**src/rtl/adc_seq_pkg.sv**
```systemverilog
package adc_seq_pkg;

   typedef enum logic {
      ST_IDLE = 1'b0,
      ST_BUSY = 1'b1
   } seq_state_t;

endpackage

```
**src/rtl/adc_seq_regs.sv**
```systemverilog
module adc_seq_regs #(
   parameter int ADDR_W    = 5,
   parameter int DATA_W    = 10,
   parameter int CH_W      = 4,
   parameter int CTRL_ADDR = 0,
   parameter int SEL_ADDR  = 1
) (
   input  logic              clk,
   input  logic              rst_n,
   input  logic              wr_en,
   input  logic [ADDR_W-1:0] wr_addr,
   input  logic [DATA_W-1:0] wr_data,
   output logic              en,
   output logic [CH_W-1:0]   sel
);

   localparam logic [ADDR_W-1:0] CtrlA = ADDR_W'(CTRL_ADDR);
   localparam logic [ADDR_W-1:0] SelA  = ADDR_W'(SEL_ADDR);

   logic unused_wr_bits;
   assign unused_wr_bits = ^wr_data[DATA_W-1:CH_W];

   always_ff @(posedge clk or negedge rst_n) begin
      if (!rst_n) begin
         en  <= 1'b0;
         sel <= '0;
      end else if (wr_en) begin
         if (wr_addr == CtrlA) en  <= wr_data[0];
         if (wr_addr == SelA)  sel <= wr_data[CH_W-1:0];
      end
   end

endmodule

```
**src/rtl/adc_seq_fsm.sv**
```systemverilog
module adc_seq_fsm
   import adc_seq_pkg::*;
#(
   parameter int NCH    = 10,
   parameter int CH_W   = 4,
   parameter int DATA_W = 10
) (
   input  logic              clk,
   input  logic              rst_n,
   input  logic              en,
   input  logic [CH_W-1:0]   sel,
   input  logic              cv_done,
   input  logic [DATA_W-1:0] cv_data,
   output logic              cv_start,
   output logic [CH_W-1:0]   cv_chan,
   output logic              res_wr,
   output logic [CH_W-1:0]   res_ch,
   output logic [DATA_W-1:0] res_data,
   output logic              irq
);

   localparam logic [CH_W:0] NchW = (CH_W+1)'(NCH);

   seq_state_t      state;
   logic            start_q;
   logic            irq_q;
   logic [CH_W-1:0] chan_q;
   logic [CH_W-1:0] chan_pick;

   // out-of-range selections fold onto channel 0
   assign chan_pick = ({1'b0, sel} < NchW) ? sel : '0;

   assign res_wr   = (state == ST_BUSY) && en && cv_done;
   assign res_ch   = chan_q;
   assign res_data = cv_data;
   assign cv_start = start_q;
   assign cv_chan  = chan_q;
   assign irq      = irq_q;

   always_ff @(posedge clk or negedge rst_n) begin
      if (!rst_n) begin
         state   <= ST_IDLE;
         start_q <= 1'b0;
         irq_q   <= 1'b0;
         chan_q  <= '0;
      end else begin
         start_q <= 1'b0;
         irq_q   <= res_wr;
         unique case (state)
            ST_IDLE: begin
               if (en) begin
                  start_q <= 1'b1;
                  chan_q  <= chan_pick;
                  state   <= ST_BUSY;
               end
            end
            ST_BUSY: begin
               if (!en || cv_done) state <= ST_IDLE;
            end
            default: state <= ST_IDLE;
         endcase
      end
   end

endmodule

```
**src/rtl/adc_seq_results.sv**
```systemverilog
module adc_seq_results #(
   parameter int NCH    = 10,
   parameter int CH_W   = 4,
   parameter int DATA_W = 10
) (
   input  logic                         clk,
   input  logic                         rst_n,
   input  logic                         wr,
   input  logic [CH_W-1:0]              wr_ch,
   input  logic [DATA_W-1:0]            wr_data,
   output logic [NCH-1:0][DATA_W-1:0]   bank
);

   for (genvar m = 0; m < NCH; m++) begin : g_slot
      always_ff @(posedge clk or negedge rst_n) begin
         if (!rst_n)
            bank[m] <= '0;
         else if (wr && (wr_ch == CH_W'(m)))
            bank[m] <= wr_data;
      end
   end

endmodule

```
**src/rtl/adc_select_seq.sv**
```systemverilog
module adc_select_seq #(
   parameter int NCH       = 10,
   parameter int CH_W      = 4,
   parameter int DATA_W    = 10,
   parameter int ADDR_W    = 5,
   parameter int CTRL_ADDR = 0,
   parameter int SEL_ADDR  = 1,
   parameter int RES_BASE  = 16
) (
   input  logic              clk,
   input  logic              rst_n,
   input  logic              wr_en,
   input  logic [ADDR_W-1:0] wr_addr,
   input  logic [DATA_W-1:0] wr_data,
   input  logic [ADDR_W-1:0] rd_addr,
   output logic [DATA_W-1:0] rd_data,
   output logic              cv_start,
   output logic [CH_W-1:0]   cv_chan,
   input  logic              cv_done,
   input  logic [DATA_W-1:0] cv_data,
   output logic              eoc_irq
);

   localparam int ADDR_SPAN = 1 << ADDR_W;

   if (NCH < 1 || NCH > (1 << CH_W)) begin : g_bad_nch
      $error("NCH must fit in CH_W bits");
   end
   if (DATA_W <= CH_W) begin : g_bad_dw
      $error("DATA_W must exceed CH_W");
   end
   if (RES_BASE + NCH > ADDR_SPAN || RES_BASE <= CTRL_ADDR || RES_BASE <= SEL_ADDR) begin : g_bad_map
      $error("result window must lie above control registers and inside address space");
   end

   logic                       ctrl_en;
   logic [CH_W-1:0]            ctrl_sel;
   logic                       res_wr;
   logic [CH_W-1:0]            res_ch;
   logic [DATA_W-1:0]          res_data;
   logic [NCH-1:0][DATA_W-1:0] bank;

   adc_seq_regs #(
      .ADDR_W(ADDR_W), .DATA_W(DATA_W), .CH_W(CH_W),
      .CTRL_ADDR(CTRL_ADDR), .SEL_ADDR(SEL_ADDR)
   ) u_regs (
      .clk(clk), .rst_n(rst_n), .wr_en(wr_en), .wr_addr(wr_addr),
      .wr_data(wr_data), .en(ctrl_en), .sel(ctrl_sel)
   );

   adc_seq_fsm #(.NCH(NCH), .CH_W(CH_W), .DATA_W(DATA_W)) u_fsm (
      .clk(clk), .rst_n(rst_n), .en(ctrl_en), .sel(ctrl_sel),
      .cv_done(cv_done), .cv_data(cv_data), .cv_start(cv_start),
      .cv_chan(cv_chan), .res_wr(res_wr), .res_ch(res_ch),
      .res_data(res_data), .irq(eoc_irq)
   );

   adc_seq_results #(.NCH(NCH), .CH_W(CH_W), .DATA_W(DATA_W)) u_res (
      .clk(clk), .rst_n(rst_n), .wr(res_wr), .wr_ch(res_ch),
      .wr_data(res_data), .bank(bank)
   );

   always_comb begin
      rd_data = '0;
      if (rd_addr == ADDR_W'(CTRL_ADDR))
         rd_data[0] = ctrl_en;
      else if (rd_addr == ADDR_W'(SEL_ADDR))
         rd_data[CH_W-1:0] = ctrl_sel;
      else begin
         for (int m = 0; m < NCH; m++) begin
            if (rd_addr == ADDR_W'(RES_BASE + m)) rd_data = bank[m];
         end
      end
   end

endmodule

```
**config.mk**
```make
export PLATFORM = sky130hd
export DESIGN_NAME = adc_select_seq
export DESIGN_NICKNAME = d
export VERILOG_FILES = /design/src/rtl/adc_seq_pkg.sv /design/src/rtl/adc_seq_regs.sv /design/src/rtl/adc_seq_fsm.sv /design/src/rtl/adc_seq_results.sv /design/src/rtl/adc_select_seq.sv
export SDC_FILE = /design/constraint.sdc
export NUM_CORES = 1
export LEC_CHECK = 0
export BUFFER_PORTS_ARGS = -buffer_cell sky130_fd_sc_hd__buf_2
export CORE_ASPECT_RATIO = 0.8
export CORE_MARGIN = 3
export CORE_UTILIZATION = 54
export DETAILED_ROUTE_END_ITERATION = 16
export GPL_ROUTABILITY_DRIVEN = 0
export GPL_TIMING_DRIVEN = 0
export PLACE_DENSITY = 0.76
export SLEW_MARGIN = 10
export SYNTH_ARGS = -nofsm -noshare
export SYNTH_HDL_FRONTEND = slang
export SYNTH_SLANG_ARGS = --single-unit
export TNS_END_PERCENT = 20
```
**constraint.sdc**
```tcl
create_clock -name clk -period 1.6 [get_ports clk]
set_input_delay 0 -clock clk [delete_from_list [all_inputs] [get_ports clk]]
set_output_delay 0 -clock clk [all_outputs]
set_load 0.005 [all_outputs]
```
=== After elaboration in Yosys (flattened, before gate mapping) ===
Cells that the tools add are included.
W data, S select, Z words.

* Reduce and logical (&&, ||, !) cells: 20
* Bitwise gates (word level): 1
* Divide/modulo/power cells: 0
* Magnitude comparators: 1
* Muxes and demuxes: 19
* Add/sub/neg operators: 0
* Equality and inequality tests: 21
* $mul: 0
* Shift operators: 0

{| class="wikitable"
|+ Operators by type and width
! cell !! count
|-
| $mux W10 || 10
|-
| $eq A5 B5 Y1 const B || 10
|-
| $eq A4 B3 Y1 const B || 4
|-
| $logic_and A1 B1 Y1 || 12
|-
| $eq A5 B1 Y1 const B || 2
|-
| $logic_not A5 Y1 || 2
|-
| $mux W9 || 1
|-
| $eq A4 B2 Y1 const B || 2
|-
| $eq A4 B4 Y1 const B || 2
|-
| $mux W4 || 2
|-
| $mux W6 || 1
|-
| $reduce_and A2 Y1 || 3
|-
| $eq A4 B1 Y1 const B || 1
|-
| $logic_not A4 Y1 || 1
|-
| $lt A4 B4 Y1 const B || 1
|-
| $mux W1 || 4
|-
| $pmux W1 S2 || 1
|-
| $logic_not A1 Y1 || 1
|-
| $logic_or A1 B1 Y1 || 1
|-
| $not A1 Y1 || 1
|}

* Memory bits (writable): 0
* Memories: 0
* Output and inout port bits: 16
* Word-level logic and storage cells: 78
* Memory bits (read-only): 0
* Bits in latches: 0
* Bits in registers: 112
* Input bits: 34

=== Logic depth before layout (Yosys ltp) ===
Gate-level depths: netlist of run 1.

* Word-level depth: 13
* Depth in mapped cells: 8
* Depth with buffers taken out: 6

=== Hierarchy ===
A second synthesis of run 1 with hierarchy kept.

* Cell total of the unflattened synthesis: 465
* Area total of the unflattened synthesis: 5771.8 µm²

{| class="wikitable"
|+ Modules (own cells, without submodules)
! module !! cells each !! seq. area each (µm²) !! instances !! area each (µm²)
|-
| adc_seq_results || 232 || 2502.4 || 1 || 3876.2
|-
| adc_select_seq || 184 || 0.0 || 1 || 1258.7
|-
| adc_seq_fsm || 35 || 175.2 || 1 || 410.4
|-
| adc_seq_regs || 14 || 125.1 || 1 || 226.5
|}

=== Worst setup path before layout of run 1 ===
No wires, ideal clock.

* Path type: flip-flop to flip-flop
* Start point: reg u_fsm.chan_q[0], in the netlist u_fsm.cv_chan[0]
* End point: reg u_res.bank[0] in the netlist's numbering
* Path buffers: 1
* Setup slack: -0.160 ns
* Setup time: 0.125 ns
* Data required time: 1.475 ns
* Arrival: 1.635 ns
* Cell stages (with the launch flop): 5
* Clock period less this slack: 1.760 ns
* Cells stage by stage: dfrtp_1 > buf_2 > or3_4 > nor3_4 > mux2_2

* Word-level cells in the longest chain between the ends: 2

{| class="wikitable"
|+ Ends and longest elaborated chain
! element !! line !! text
|-
| from (decl) || adc_seq_fsm.sv:27 || <nowiki>logic [CH_W-1:0] chan_q;</nowiki>
|-
| from (signal assigned) || adc_seq_fsm.sv:53 || <nowiki>chan_q <= chan_pick;</nowiki>
|-
| $logic_not A4 Y1 || adc_seq_results.sv:18 || <nowiki>else if (wr && (wr_ch == CH_W'(m)))</nowiki>
|-
| $logic_and A1 B1 Y1 || adc_seq_results.sv:18 ||
|-
| to (signal, indexed assignment) || adc_seq_results.sv:19 || <nowiki>bank[m] <= wr_data;</nowiki>
|-
| to (decl) || adc_seq_results.sv:11 || <nowiki>output logic [NCH-1:0][DATA_W-1:0] bank</nowiki>
|}

No other way between the ends.
A chain may end at the register's enable or synchronous reset.

=== Final worst setup path of run 1 ===
* Start point: reg u_res.bank[49] in the netlist's numbering
* End point: out rd_data[9]

* Word-level cells in the longest chain between the ends: 8

{| class="wikitable"
|+ Ends and longest elaborated chain
! element !! line !! text
|-
| $mux W10 (6 in a row) || adc_select_seq.sv:71 || <nowiki>if (rd_addr == ADDR_W'(RES_BASE + m)) rd_data = bank[m];</nowiki>
|-
| $mux W6 || adc_select_seq.sv:67 || <nowiki>else if (rd_addr == ADDR_W'(SEL_ADDR))</nowiki>
|-
| $mux W9 || adc_select_seq.sv:65 || <nowiki>if (rd_addr == ADDR_W'(CTRL_ADDR))</nowiki>
|-
| to (decl) || adc_select_seq.sv:16 || <nowiki>output logic [DATA_W-1:0] rd_data,</nowiki>
|}

No other way between the ends.

==> results.txt, run 1 <==
* Status: finished, violations left
- The checks that failed: negative hold slack, negative setup slack.
- Critical path fanouts, max: 3
- Worst flop-to-flop path endpoint: u_res.bank[7]
- Final layout net count: ~600
- Register Area: 0.00280 sq mm
* Pin count of the biggest net entering global routing: 88
* Number of slew-limit violations in the final report: 0
* Setup crit start: u_res.bank[49]
- Worst supply voltage drop on vdd: 0.000569 V
- RSZ-0062 raised after global routing: yes
* Final std cells w/o fill: 709
* Total routing usage reported by global routing: 28.1%
- The number of antenna violations at the first check in global routing is 0.
* Die boundary width: about 120 microns
* Input/output buffers: 32
- Count of different cell masters after synthesis: 62
* Standby leakage power: 3.25 nW
- In the final routed layout, each cell accounts on average for around 24 microns.
- Summing all multi-input logic gate instances after layout gives 0.00311 sq mm.
- Placed instance count: 672
- Area overhead of the layout relative to synthesis: 22.9%
- Top area cells in the synthesized netlist: sky130_fd_sc_hd__dfrtp_1 49%, sky130_fd_sc_hd__mux2_2 20%, sky130_fd_sc_hd__o21ai_0 2.3%
* Global-route wire length before repair: 25.6 mm
* Number of global-route vias before repair: 4580
* Clk buf depth: 2
* Power density normalized to cell area: 1020 mW/mm^2
- Final hold analysis gives a worst-case slack of -0.00200 ns.
* Initial Utilization: around 57%
* Summed area of non-filler cells in the final layout: 0.00704 sq mm
- Top-area cell type share of the netlist area: between 40% and 50%
* Startpoint of the lowest-slack register-to-register path: u_fsm.state
- Area of the core region: 0.00997 sq mm
* Setup WS pre-CTS: -0.544 ns
- The number of antenna diodes in the final layout is 0.
* I/O pin count: 50
- After detailed routing, the number of remaining DRC violations is 0.
- Averaged over all synthesized cells, the footprint is 11.4 sq um.
* Share of post-route cells with drive strength above 1: a little over two fifths
- Relative slew slack: 61.2%
- Aggregate global routing overflow: 0
- TritonCTS built the clock tree.
* Die outline height: 98.2 microns
* Number of max-capacitance violations reported: 0
* Period Utilization, post-route: 119%
- Counting flops with a built-in enable in the synthesized netlist gives 0.
* Synth Warn #: 0
- Number of standard-cell rows in the floorplan: 32
- The routed layout has 4736 vias.
- Post-synthesis instance area: 0.00573 sq mm
- Worst Hold End: u_regs.en
- Of all cell types, the one taking the most synthesized area is sky130_fd_sc_hd__dfrtp_1.
- Critical path start-end classification: reg -> out
- In this run the register-to-register setup slack is -0.24 ns.
* Upper clock frequency limit: 0.525 GHz
- The routed design could run at a clock period as short as approximately 1.9 ns.
- The worst setup path is captured at an output pin.
- The clock arrives with between 0.008 and 0.009 ns of skew.
* Share of the core filled with cells: 70.6%
- CP Data Required Time: 1.60 ns
- After detailed placement, the total cell area comes to 0.00611 sq mm.
- The number of endpoints with negative hold slack in the final report came to 1.
- Arrival time reported for the critical path endpoint: between 1.5 and 2 ns
- The tree is rooted in a sky130_fd_sc_hd__clkbuf_16.
* Detailed Place HPWL: 10.9 mm
* Num Clock Sinks: 112
- The most used flip-flop cell after synthesis is sky130_fd_sc_hd__dfrtp_1.
- Via-per-instance ratio: about 6.7
- Clock-pin slew was measured on the worst setup and hold paths at 0.07 ns.
* # fillers: 651
- List of most frequent post-synthesis cells: 112 x sky130_fd_sc_hd__dfrtp_1, 104 x sky130_fd_sc_hd__mux2_2, 26 x sky130_fd_sc_hd__nand2_1, 26 x sky130_fd_sc_hd__nor2_1, 26 x sky130_fd_sc_hd__o21ai_0
- For the worst-skew pair, the clock arrives at the later sink with an insertion delay of around 0.36 ns.
- The die covers 0.0119 sq mm.
- Min-delay worst type: in -> reg
- Share of the yosys chip area belonging to registers: between 40% and 50%
* Number of detailed-routing iterations run before antenna repair: 6
- STA classifies the critical path startpoint as a register.
- The final layout contains routed wiring with a total length of 17.0 mm.
- Nets in the synthesized netlist: 537
* Count of H-tree levels built during CTS: 3
* Final worst slack: -0.306 ns
- Worst Max-Slew Pin Slew: 0.582 ns
* Cell with the most instances after synthesis: sky130_fd_sc_hd__dfrtp_1
- Number of cells traversed by the worst register-to-register path: 5
- In this run the remaining antenna-violating nets after routing total 0.
- Count of cells along the worst hold path: 3
- Worst Hold Launch: wr_addr[0]
- CTS buffer count: 9
- Counting flops with an async set or reset pin after synthesis yields a share of 100%.
- For this block, the initial DRC count from the detailed router was 717.
- Yosys reg bits: 112
- Number of instances in the synthesized netlist: just over 500
- Setup violations remaining at the end of the flow were counted as 59.
==> critical path, cell delays in order (launching register included) <==
cell	delay, ns
sky130_fd_sc_hd__dfrtp_1	0.38
sky130_fd_sc_hd__nor2b_1	0.14
sky130_fd_sc_hd__o21ai_0	0.12
sky130_fd_sc_hd__a21oi_1	0.34
sky130_fd_sc_hd__o21ai_1	0.12
sky130_fd_sc_hd__a222oi_1	0.27
sky130_fd_sc_hd__buf_2	0.18
==> repair_timing <==
action | in CTS | in global routing
cloned | 0 | 1
setup buffers | 8 | 6
endpoints found under the setup margin | 110 | 100
hold buffers | 6 | 0
pin swaps | 15 | 15
gates resized for setup | 54 | 48
hold endpoints to repair | 119 | 0
==> kinds of logic (layout without fill, tap and decap cells) <==
| kind of cell | after synthesis | after routing | synth area share [%] |
|---|---|---|---|
| compound gates | 111 | 111 | 13.2 |
| buf+inv | 40 | 110 | 3.23 |
| flops | 112 | 112 | 48.9 |
| mux | 108 | 108 | 21.1 |
| simple gates | 132 | 132 | 13.5 |
==> sequential cells by signal (all words and copies together) (netlist names) <==
name and cells:
u_fsm.cv_start 1, u_fsm.irq 1, u_fsm.cv_chan 4, u_regs.en 1, u_fsm.state 1, u_regs.sel 4
u_res.bank 100
==> cells in the final DEF, fill, tap and decap left out, drive strengths merged, types with 3 or more instances in the layout <==
cell,count
dfrtp,112
mux2,104
buf,72
nor2,30
nand2,27
o21ai,26
clkbuf,23
a21oi,22
nand2b,18
nor3,13
o22ai,11
a22o,9
nor2b,9
nor4,9
nand3,8
o2bb2ai,6
dlygate4sd3,6
o221ai,5
a21o,4
a22oi,4
a2111oi,4
mux2i,4
inv,4
a211oi,4
nand3b,3
clkinv,3
==> stage by stage <==
stage	TNS [ns]	power [mW]
floorplan	-4.95	4.22
global route	-11.86	7.44
CTS	-8.51	6.98
finish	-8.01	7.19
global placement	-110.19	4.57
detailed placement	-31.53	4.65
==> worst max path at each step <==
stage          slack [ns]        endpoint  cells after the start
3_3_place_gp        -0.73  u_res.bank[55]                      1
4_1_cts             -0.21  u_res.bank[46]                      4
5_1_grt             -0.29      rd_data[4]                      7
6_report            -0.31      rd_data[9]                      6
2_1_floorplan       -0.15   u_res.bank[0]                      4
3_5_place_dp        -0.54      rd_data[0]                      7
==> where the power goes <==
group	leakage, nW	internal, mW	switching [mW]
clock	0.135	1.14	1.04
sequential	1.54	3.19	0.268
combinational	1.58	0.752	0.792
total	3.25	5.09	2.10
==> cell type report <==
cell class,count,share of cell area (%)
plain buffers,35,2.81
inverters,5,0.266
multi-input cells,351,44.2
well taps,136,2.42
flip-flops and latches,112,39.8
repair buffers,54,6.50
clock inverters,4,0.409
clock buffers,12,3.64
==> layer usage <==
| layer | GRT usage (%) | part of all wire [%] |
|---|---|---|
| met1 | 39.6 | 40 |
| met2 | 43.6 | 45 |
| met3 | 6.37 | 11 |
| met4 | 8.79 | 3.6 |
| met5 | 0 | 0 |
Note: power is estimated with default switching activity, not from simulation.
==> inputs of run 2 (changes only) <==
--- a/config.mk
+++ b/config.mk
@@ -13,6 +13,7 @@
 export GPL_ROUTABILITY_DRIVEN = 0
 export GPL_TIMING_DRIVEN = 0
 export PLACE_DENSITY = 0.76
+export SKIP_LAST_GASP = 1
 export SLEW_MARGIN = 10
 export SYNTH_ARGS = -nofsm -noshare
 export SYNTH_HDL_FRONTEND = slang
==> run 2 against run 1 <==
The run ends with negative setup slack left; combinational power shrank 9%; sequential share of layout area rose by 0.44 points; fmax increased by 4.1%; die area is the same; routed wire length down 1.4%; critical path depth unchanged; power fell by 2.4%; non-clock buffer count up 1; largest power group unchanged.
==> results.txt, run 2 (synthesis results as in run 1) <==
- Status: finished, violations left
* Violated checks: negative setup slack
- The total placed instance area was 0.00611 sq mm (unchanged).
- Count of H-tree levels built during CTS: 3 (unchanged)
- The endpoint arrival time on the critical path came to 1.83 ns (-0.08 ns).
* Number of detailed-routing iterations run before antenna repair: 6 (unchanged)
* Number of slew-limit violations in the final report: 0 (unchanged)
- Detailed Route Iter0 Violations: 630 (-12%)
* Standby leakage power: 3.20 nW (-1.4%)
* Initial Utilization: 57.5% (unchanged)
* Pin count of the biggest net entering global routing: 88 (unchanged)
- Most used cells in the layout excluding fill and tap cells: 112 x sky130_fd_sc_hd__dfrtp_1, 93 x sky130_fd_sc_hd__mux2_2, 39 x sky130_fd_sc_hd__buf_2
- The number of diodes was 0 (unchanged).
* CP Data Required Time: 1.60 ns (about the same)
- Most frequent standard cell in the layout excluding fill and tap cells: sky130_fd_sc_hd__dfrtp_1
- The clock period minus final worst setup slack is 1.83 ns (-0.0757 ns).
* Min-delay worst type: in -> reg
- The detailed-route wire length per cell is 23.6 microns (-1.5%).
- Final Hold Slack: 0.00150 ns (+0.00350 ns)
* Setup TNS: -12.69 ns (-4.68 ns)
- The overall die area was 0.0119 sq mm (unchanged).
- Placed instance count: 672 (unchanged)
- Ordered list of cells on the worst path: mux2i_1 -> nor4_1 -> o22a_1 -> o22ai_2 -> a41oi_2 -> buf_2
* Crit start category: register
- Among all stages on the critical path, the largest delay is contributed by sky130_fd_sc_hd__dfrtp_1.
- The critical path is of the reg -> out type.
* Number of global-route vias before repair: 4501 (-1.7%)
- The final clock period utilization by the worst path came to 114% (-4.7 points).
- Clock transition at the register clock pins on the worst setup and hold paths after CTS: 0.07 ns (about the same)
- Summed area of non-filler cells in the final layout: 0.00697 sq mm (-1.1%)
* Register Area: 0.00280 sq mm (unchanged)
- Global-route wire length before repair: 25.1 mm (-2.2%)
- Aggregate global routing overflow: 0 (unchanged)
* Area of the core region: 0.00997 sq mm (unchanged)
* Residual antenna-violating net count after detailed routing: 0 (unchanged)
* Clk buf depth: 2 (unchanged)
- The count of unresolved DRC violations after routing was 0 (unchanged).
- Endpoints failing setup: 96 (+63%)
- Die boundary width: 121 microns (unchanged)
- Max incr delay on CP: 0.38 ns (about the same)
- The total via count after detailed routing came to 4755 (+0.40%).
* Power density normalized to cell area: 1010 mW/mm^2 (-1.3%)
- Input/output buffers: 32 (unchanged)
- Area overhead of the layout relative to synthesis: 21.5%
* CP top delay family: compound AO/OA/AOI/OAI gates
- The overall track demand over capacity in global routing came to 27.4% (-0.70 points).
* WP buf/inv: 1 (unchanged)
* Path length in cells of the critical path: 6 (unchanged)
- Top register by number of flip-flops: u_res.bank
- Die outline height: 98.2 microns (unchanged)
- The maximum achievable frequency is 0.546 GHz (+4.1%).
- STA classifies the critical path endpoint as an output pin.
* CTS root buffer: sky130_fd_sc_hd__clkbuf_16
- The slew at the pin closest to its max-slew limit is 0.573 ns (-0.00934 ns).
- TritonCTS built the clock tree.
- The later-pin clock latency in the skew report came to 0.36 ns (about the same).
- Setup repair after global routing could not meet its margin everywhere.
* Relative slew slack: 61.8% (+0.62 points)
* Worst supply voltage drop on vdd: 0.000557 V (-2.2%)
- The share of layout cells above drive strength 1 was 42.3% (+0.10 points).
- Post-Route WL: 16.7 mm (-1.4%)
- The total area of multi-input combinational cells came to 0.00302 sq mm (-3.0%).
- The depth of the worst hold-timing path was 3 (unchanged).
- The number of flip-flops in the largest register was 100 (unchanged).
* Setup WS pre-CTS: -0.544 ns (unchanged)
- Final worst slack: -0.230 ns (+0.0757 ns)
- The number of nets in the layout was 603 (+0.17%).
- The total number of placement rows was 32 (unchanged).
- The number of fill cells in the layout was 662 (+1.7%).
* Detailed Place HPWL: 10.9 mm (unchanged)
- I/O pin count: 50 (unchanged)
- The number of non-filler instances in the completed layout is 710 (+0.14%).
- Antenna violations before repair: 0 (unchanged)
- The worst setup skew after layout is 0.00860 ns (-0.0000122 ns).
* CTS buffer count: 9 (unchanged)
* Number of cells traversed by the worst register-to-register path: 5 (unchanged)
- Critical path fanouts, max: 2 (-1)
- The number of endpoints with negative hold slack in the final report is 0 (-1).
* Via-per-instance ratio: 6.70 (+0.26%)
* Num Clock Sinks: 112 (unchanged)
* Number of max-capacitance violations reported: 0 (unchanged)
run 2: cell count changes in the layout (fill, tap and decap cells not counted), moves of 2 or more:
cell / delta
sky130_fd_sc_hd__nor2_1: +2
sky130_fd_sc_hd__o21ai_0: -2
sky130_fd_sc_hd__buf_4: +4
sky130_fd_sc_hd__mux2_2: +26
sky130_fd_sc_hd__nand2_4: -2
sky130_fd_sc_hd__nor2_2: -2
sky130_fd_sc_hd__mux2_4: -26
sky130_fd_sc_hd__nor4b_2: -2
run 2: worst paths after layout:
check / from / to / slack (ns)
max: u_res.bank[2] / rd_data[2] / -0.23
max in group asynchronous: rst_n / u_res.bank[20] / 0.81
min reg2reg: u_res.bank[92] / u_res.bank[92] / 0.50
max reg2reg: u_fsm.cv_chan[0] / u_res.bank[7] / -0.22
min in group asynchronous: rst_n / u_fsm.cv_start / 0.07
min: wr_addr[0] / u_regs.en / 0.001
run 2: layout make-up:
class                      instances  share of cell area [%]
sequential                       112                    40.2
clock buffer                      12                    3.68
clock inverter                     4                   0.413
multi-input combinational        351                    43.3
inverter                           5                   0.323
timing repair buffer              57                    6.79
tap                              136                    2.44
buffer                            33                    2.80
run 2: per-layer routing:
layer / GRT usage [%] / wire length, microns / up-vias
met5: 0 / 0 / -
met4: 8.27 / 683 / 0
met3: 6.20 / 1790 / 86
met2: 41.9 / 7550 / 317
met1: 39.2 / 6720 / 2355
li1: - / - / 1997
run 2: per-stage QoR:
stage | util [%] | power [mW]
floorplan | - | 4.22
global placement | 60.9 | 4.57
detailed placement | 61.2 | 4.65
CTS | 66.6 | 6.84
global route | 69.9 | 7.28
finish | 69.9 | 7.02
run 2: worst register-to-register path, stage by stage, from the launching register on:
cell and delay, ns:
sky130_fd_sc_hd__dfrtp_1 0.41, sky130_fd_sc_hd__buf_6 0.14, sky130_fd_sc_hd__or3_4 0.42, sky130_fd_sc_hd__nor3_4 0.21, sky130_fd_sc_hd__buf_12 0.17, sky130_fd_sc_hd__mux2_2 0.35
run 2: timing repair:
action / 4_1_cts / 5_1_grt
hold buffers: 6 / 0
endpoints found under the hold margin: 119 / 0
cloned: 0 / 1
pin swaps: 6 / 20
buffers inserted: 8 / 9
resized for setup: 15 / 62
endpoints found under the setup margin: 110 / 100
run 2: where the power goes:
part	switching (mW)	total [mW]	internal (mW)
clock network	1.02	2.16	1.14
registers	0.261	3.45	3.19
logic	0.763	1.40	0.639
==> inputs of run 3 (changes only) <==
--- a/config.mk
+++ b/config.mk
@@ -5,10 +5,11 @@
 export SDC_FILE = /design/constraint.sdc
 export NUM_CORES = 1
 export LEC_CHECK = 0
+export ABC_AREA = 1
 export BUFFER_PORTS_ARGS = -buffer_cell sky130_fd_sc_hd__buf_2
 export CORE_ASPECT_RATIO = 0.8
 export CORE_MARGIN = 3
-export CORE_UTILIZATION = 54
+export CORE_UTILIZATION = 53
 export DETAILED_ROUTE_END_ITERATION = 16
 export GPL_ROUTABILITY_DRIVEN = 0
 export GPL_TIMING_DRIVEN = 0
==> run 3 against run 2 <==
The run still ends with negative setup slack left; clock skew is 0.0055 ns lower; critical path depth is 1 higher; power is 15% lower.
==> results.txt, run 3 <==
* Final count of hold timing violations: 0 (unchanged)
* Period Utilization, post-route: 102% (-12 points)
* CP Data Required Time: 1.60 ns (about the same)
* Aggregate global routing overflow: 0 (unchanged)
- Via-per-instance ratio: 5.60 (-16%)
* Clock transition at the register clock pins on the worst setup and hold paths after CTS: 0.07 ns (about the same)
* Number of instances in the synthesized netlist: 601 (+19%)
* Standby leakage power: 2.74 nW (-14%)
* Max FFs per register: 100 (unchanged)
- Count of H-tree levels built during CTS: 3 (unchanged)
- The endpoint arrival time on the critical path is 1.64 ns (-0.19 ns).
- Area overhead of the layout relative to synthesis: 14.7%
- CP top delay family: simple AND/OR/NAND/NOR gates
- Die boundary width: 115 microns (-5.4%)
- DR WL/cell: 16.4 microns (-31%)
- The final instance area is 0.00574 sq mm (-18%).
- The slack of the worst reg-to-reg path was 0.07 ns (+0.29 ns).
- Total routing usage reported by global routing: 25.7% (-1.6 points)
- Input/output buffers: 42 (+31%)
* Violated checks: negative setup slack
- Synth Warn #: 0 (unchanged)
* Final worst slack: -0.0373 ns (+0.193 ns)
- Cell area after placement: 0.00539 sq mm (-12%)
- Routing layer with the top usage in global route: met2
- The slew at the pin closest to its max-slew limit is 0.824 ns (+0.251 ns).
- WP buf/inv: 1 (unchanged)
- Critical path start-end classification: reg -> out
- The number of sinks driven by the clock tree came to 112 (unchanged).
- Pin count of the biggest net entering global routing: 73 (-17%)
- Most frequent standard cell in the layout excluding fill and tap cells: sky130_fd_sc_hd__nand2_1
- The height of the chip came to 92.9 microns (-5.4%).
- Detailed-route via count: 4362 (-8.3%)
- In this design, the critical path's most frequently occurring cell is sky130_fd_sc_hd__nand3_1.
* Routing usage on met1: 37.4% (-1.8 points)
- The run finished, with violations left.
* Post-synthesis cell type with the largest combined area: sky130_fd_sc_hd__dfrtp_1
- Switching Fraction: 26.1% (-3.0 points)
* I/O pin count: 50 (unchanged)
* Number of enable-type register cells in the synthesized netlist: 0 (unchanged)
* Relative slew slack: 44.6% (-17 points)
- The final number of max-transition violations came to 0 (unchanged).
* Cell at the slowest stage of the critical path: sky130_fd_sc_hd__dfrtp_1
* TritonCTS clock tree: done
* CTS root buffer: sky130_fd_sc_hd__clkbuf_16
- The area of the core is 0.00911 sq mm (-8.6%).
* Top area cells in the synthesized netlist: sky130_fd_sc_hd__dfrtp_1 56%, sky130_fd_sc_hd__nand2_1 14%, sky130_fd_sc_hd__o21ai_0 9.7%
- By count the netlist is led by 182 x sky130_fd_sc_hd__nand2_1, 112 x sky130_fd_sc_hd__dfrtp_1, 97 x sky130_fd_sc_hd__o21ai_0, 42 x sky130_fd_sc_hd__inv_1, 38 x sky130_fd_sc_hd__a21oi_1.
- Asr flop ratio synth: 100% (unchanged)
- Max incr delay on CP: 0.38 ns (about the same)
- The via count of the first global-routing pass was 4171 (-7.3%).
* Crit start category: register
* Global-route wire length before repair: 21.2 mm (-15%)
- Min-delay worst type: in -> reg
* Cell with the most instances after synthesis: sky130_fd_sc_hd__nand2_1
- The top cell types in the final layout, fill and taps aside, are 182 x sky130_fd_sc_hd__nand2_1, 112 x sky130_fd_sc_hd__dfrtp_1, 97 x sky130_fd_sc_hd__o21ai_0.
- The starting density of the core came to 54.9% (-2.6 points).
- The global routing usage on met2 came to 40.0% (-1.9 points).
* Worst supply voltage drop on vdd: 0.000834 V (+50%)
- Top register by number of flip-flops: u_res.bank
- The maximum root-to-sink buffer count was 2 (unchanged).
- The share of layout cells above drive strength 1 was 14.6% (-28 points).
* Endpoints failing setup: 2 (-98%)
* Total DRC errors in the routed layout: 0 (unchanged)
- The internal power contribution was 4.40 mW (-11%).
* Die area: 0.0106 sq mm (-11%)
* Antenna violations before repair: 0 (unchanged)
- The count of different cell masters after synthesis is 24 (-61%).
* Detailed Route Iter0 Violations: 426 (-32%)
- Post-synthesis instance area: 0.00500 sq mm (-13%)
* Power share of the clock group: 33.9% (+3.1 points)
- Yosys reg bits: 112 (unchanged)
- Prevailing post-synth register cell: sky130_fd_sc_hd__dfrtp_1
* Setup TNS: -0.0545 ns (+12.63 ns)
- Worst-skew pair later-pin latency: 0.34 ns (-0.02 ns)
- Nets in the synthesized netlist: 635 (+18%)
- Sequential group share of total power: 54.7% (+5.5 points)
- The number of buffers inserted during clock tree synthesis was 9 (unchanged).
- The mean cell area of the mapped netlist is 8.32 sq um (-27%).
* Crit path time final: 1.64 ns (-0.193 ns)
* Met3 Use GR: 5.29% (-0.91 points)
- Setup repair after global routing could not meet its margin everywhere.
- Top-area cell type share of the netlist area: 56.0% (+7.1 points)
* Post-Route WL: 12.8 mm (-24%)
- Diode count: 0 (unchanged)
- The power density over the cells is 1040 mW/mm^2 (+3.1%).
- Crit path capture type: output pin
- Number of standard-cell rows in the floorplan: 31 (-3.1%)
- Setup repair bufs after CTS: 0 (-8)
- The highest fanout seen on the critical path came to 2 (unchanged).
* Net switching power: 1.56 mW (-24%)
* Combinational group share of total power: 11.4% (-8.6 points)
- The max capacitance violation total is 0 (unchanged).
* Setup WS pre-CTS: -0.0837 ns (+0.461 ns)
* Detailed Place HPWL: 9.00 mm (-18%)
- Ordered list of cells on the worst path: nand2_1 -> nand3_1 -> a21oi_1 -> nand4_1 -> o21ai_0 -> nand3_1 -> buf_2
* Share of the yosys chip area belonging to registers: 56.0% (+7.1 points)
* Residual antenna-violating net count after detailed routing: 0 (unchanged)
* Final layout net count: 695 (+15%)
* Number of detailed-routing iterations run before antenna repair: 5 (-1)
* Layout Skew: 0.00308 ns (-0.00552 ns)
- Upper clock frequency limit: 0.611 GHz (+12%)
==> run 3: layout make-up <==
class | count | area, sq um
fill | 793 | 3380
sequential | 112 | 2800
multi-input combinational | 422 | 1940
timing repair buffer | 49 | 304
clock buffer | 10 | 239
inverter | 43 | 161
tap | 115 | 144
buffer | 24 | 120
clock inverter | 4 | 22.5
==> run 3: what timing repair did <==
| action | CTS | global route |
|---|---|---|
| endpoints found under the hold margin | 118 | 0 |
| endpoints found under the setup margin | 39 | 101 |
| hold buffers | 6 | 0 |
| resized for setup | 5 | 22 |
==> run 3: worst register-to-register path, stage by stage (launching register included) <==
cell and delay [ns]:
sky130_fd_sc_hd__dfrtp_1 0.44, sky130_fd_sc_hd__nand3_1 0.16, sky130_fd_sc_hd__nor2_1 0.17, sky130_fd_sc_hd__nand3_1 0.14, sky130_fd_sc_hd__clkbuf_1 0.28, sky130_fd_sc_hd__nand2_1 0.11, sky130_fd_sc_hd__o21ai_0 0.10
==> run 3: cell families after synthesis <==
logic type / count (synthesis) / synth area share [%]
AO/OA/AOI/OAI: 137 / 13.8
buffers and inverters: 67 / 5.30
flip-flops: 112 / 56.0
AND/OR/NAND/NOR: 285 / 24.9
==> run 3: metrics by stage <==
step	utilization (%)	hold WS, ns	power, mW	cells
2_1_floorplan	-	-0.296	3.66	601
3_3_place_gp	58.8	0.188	3.92	758
3_5_place_dp	59.1	-0.0671	3.97	759
4_1_cts	62.7	0.0160	5.98	779
5_1_grt	63.0	0.0330	6.24	779
6_report	63.0	0.0147	5.96	779
==> run 3: power by group through the flow <==
stage	clock, mW	combinational, mW	sequential [mW]
detailed placement	0	0.661	3.31
global route	2.17	0.776	3.29
global placement	0	0.624	3.30
CTS	2.05	0.676	3.26
floorplan	0	0.393	3.27
finish	2.02	0.678	3.26
==> run 3: layer usage <==
metal,wire length [microns],vias up
li1,-,2077
met1,5920,2107
met2,5830,166
met3,894,12
met4,122,0
met5,0,-
==> run 3: final timing paths <==
path                                     start             end  cells after the start
worst max register to register       u_regs.en  u_res.bank[92]                      6
worst min register to register  u_res.bank[78]  u_res.bank[78]                      2
max in group asynchronous                rst_n  u_res.bank[65]                      3
min in group asynchronous                rst_n  u_res.bank[22]                      2
worst min-delay path                wr_addr[2]       u_regs.en                      4
worst max-delay path            u_res.bank[18]      rd_data[8]                      7
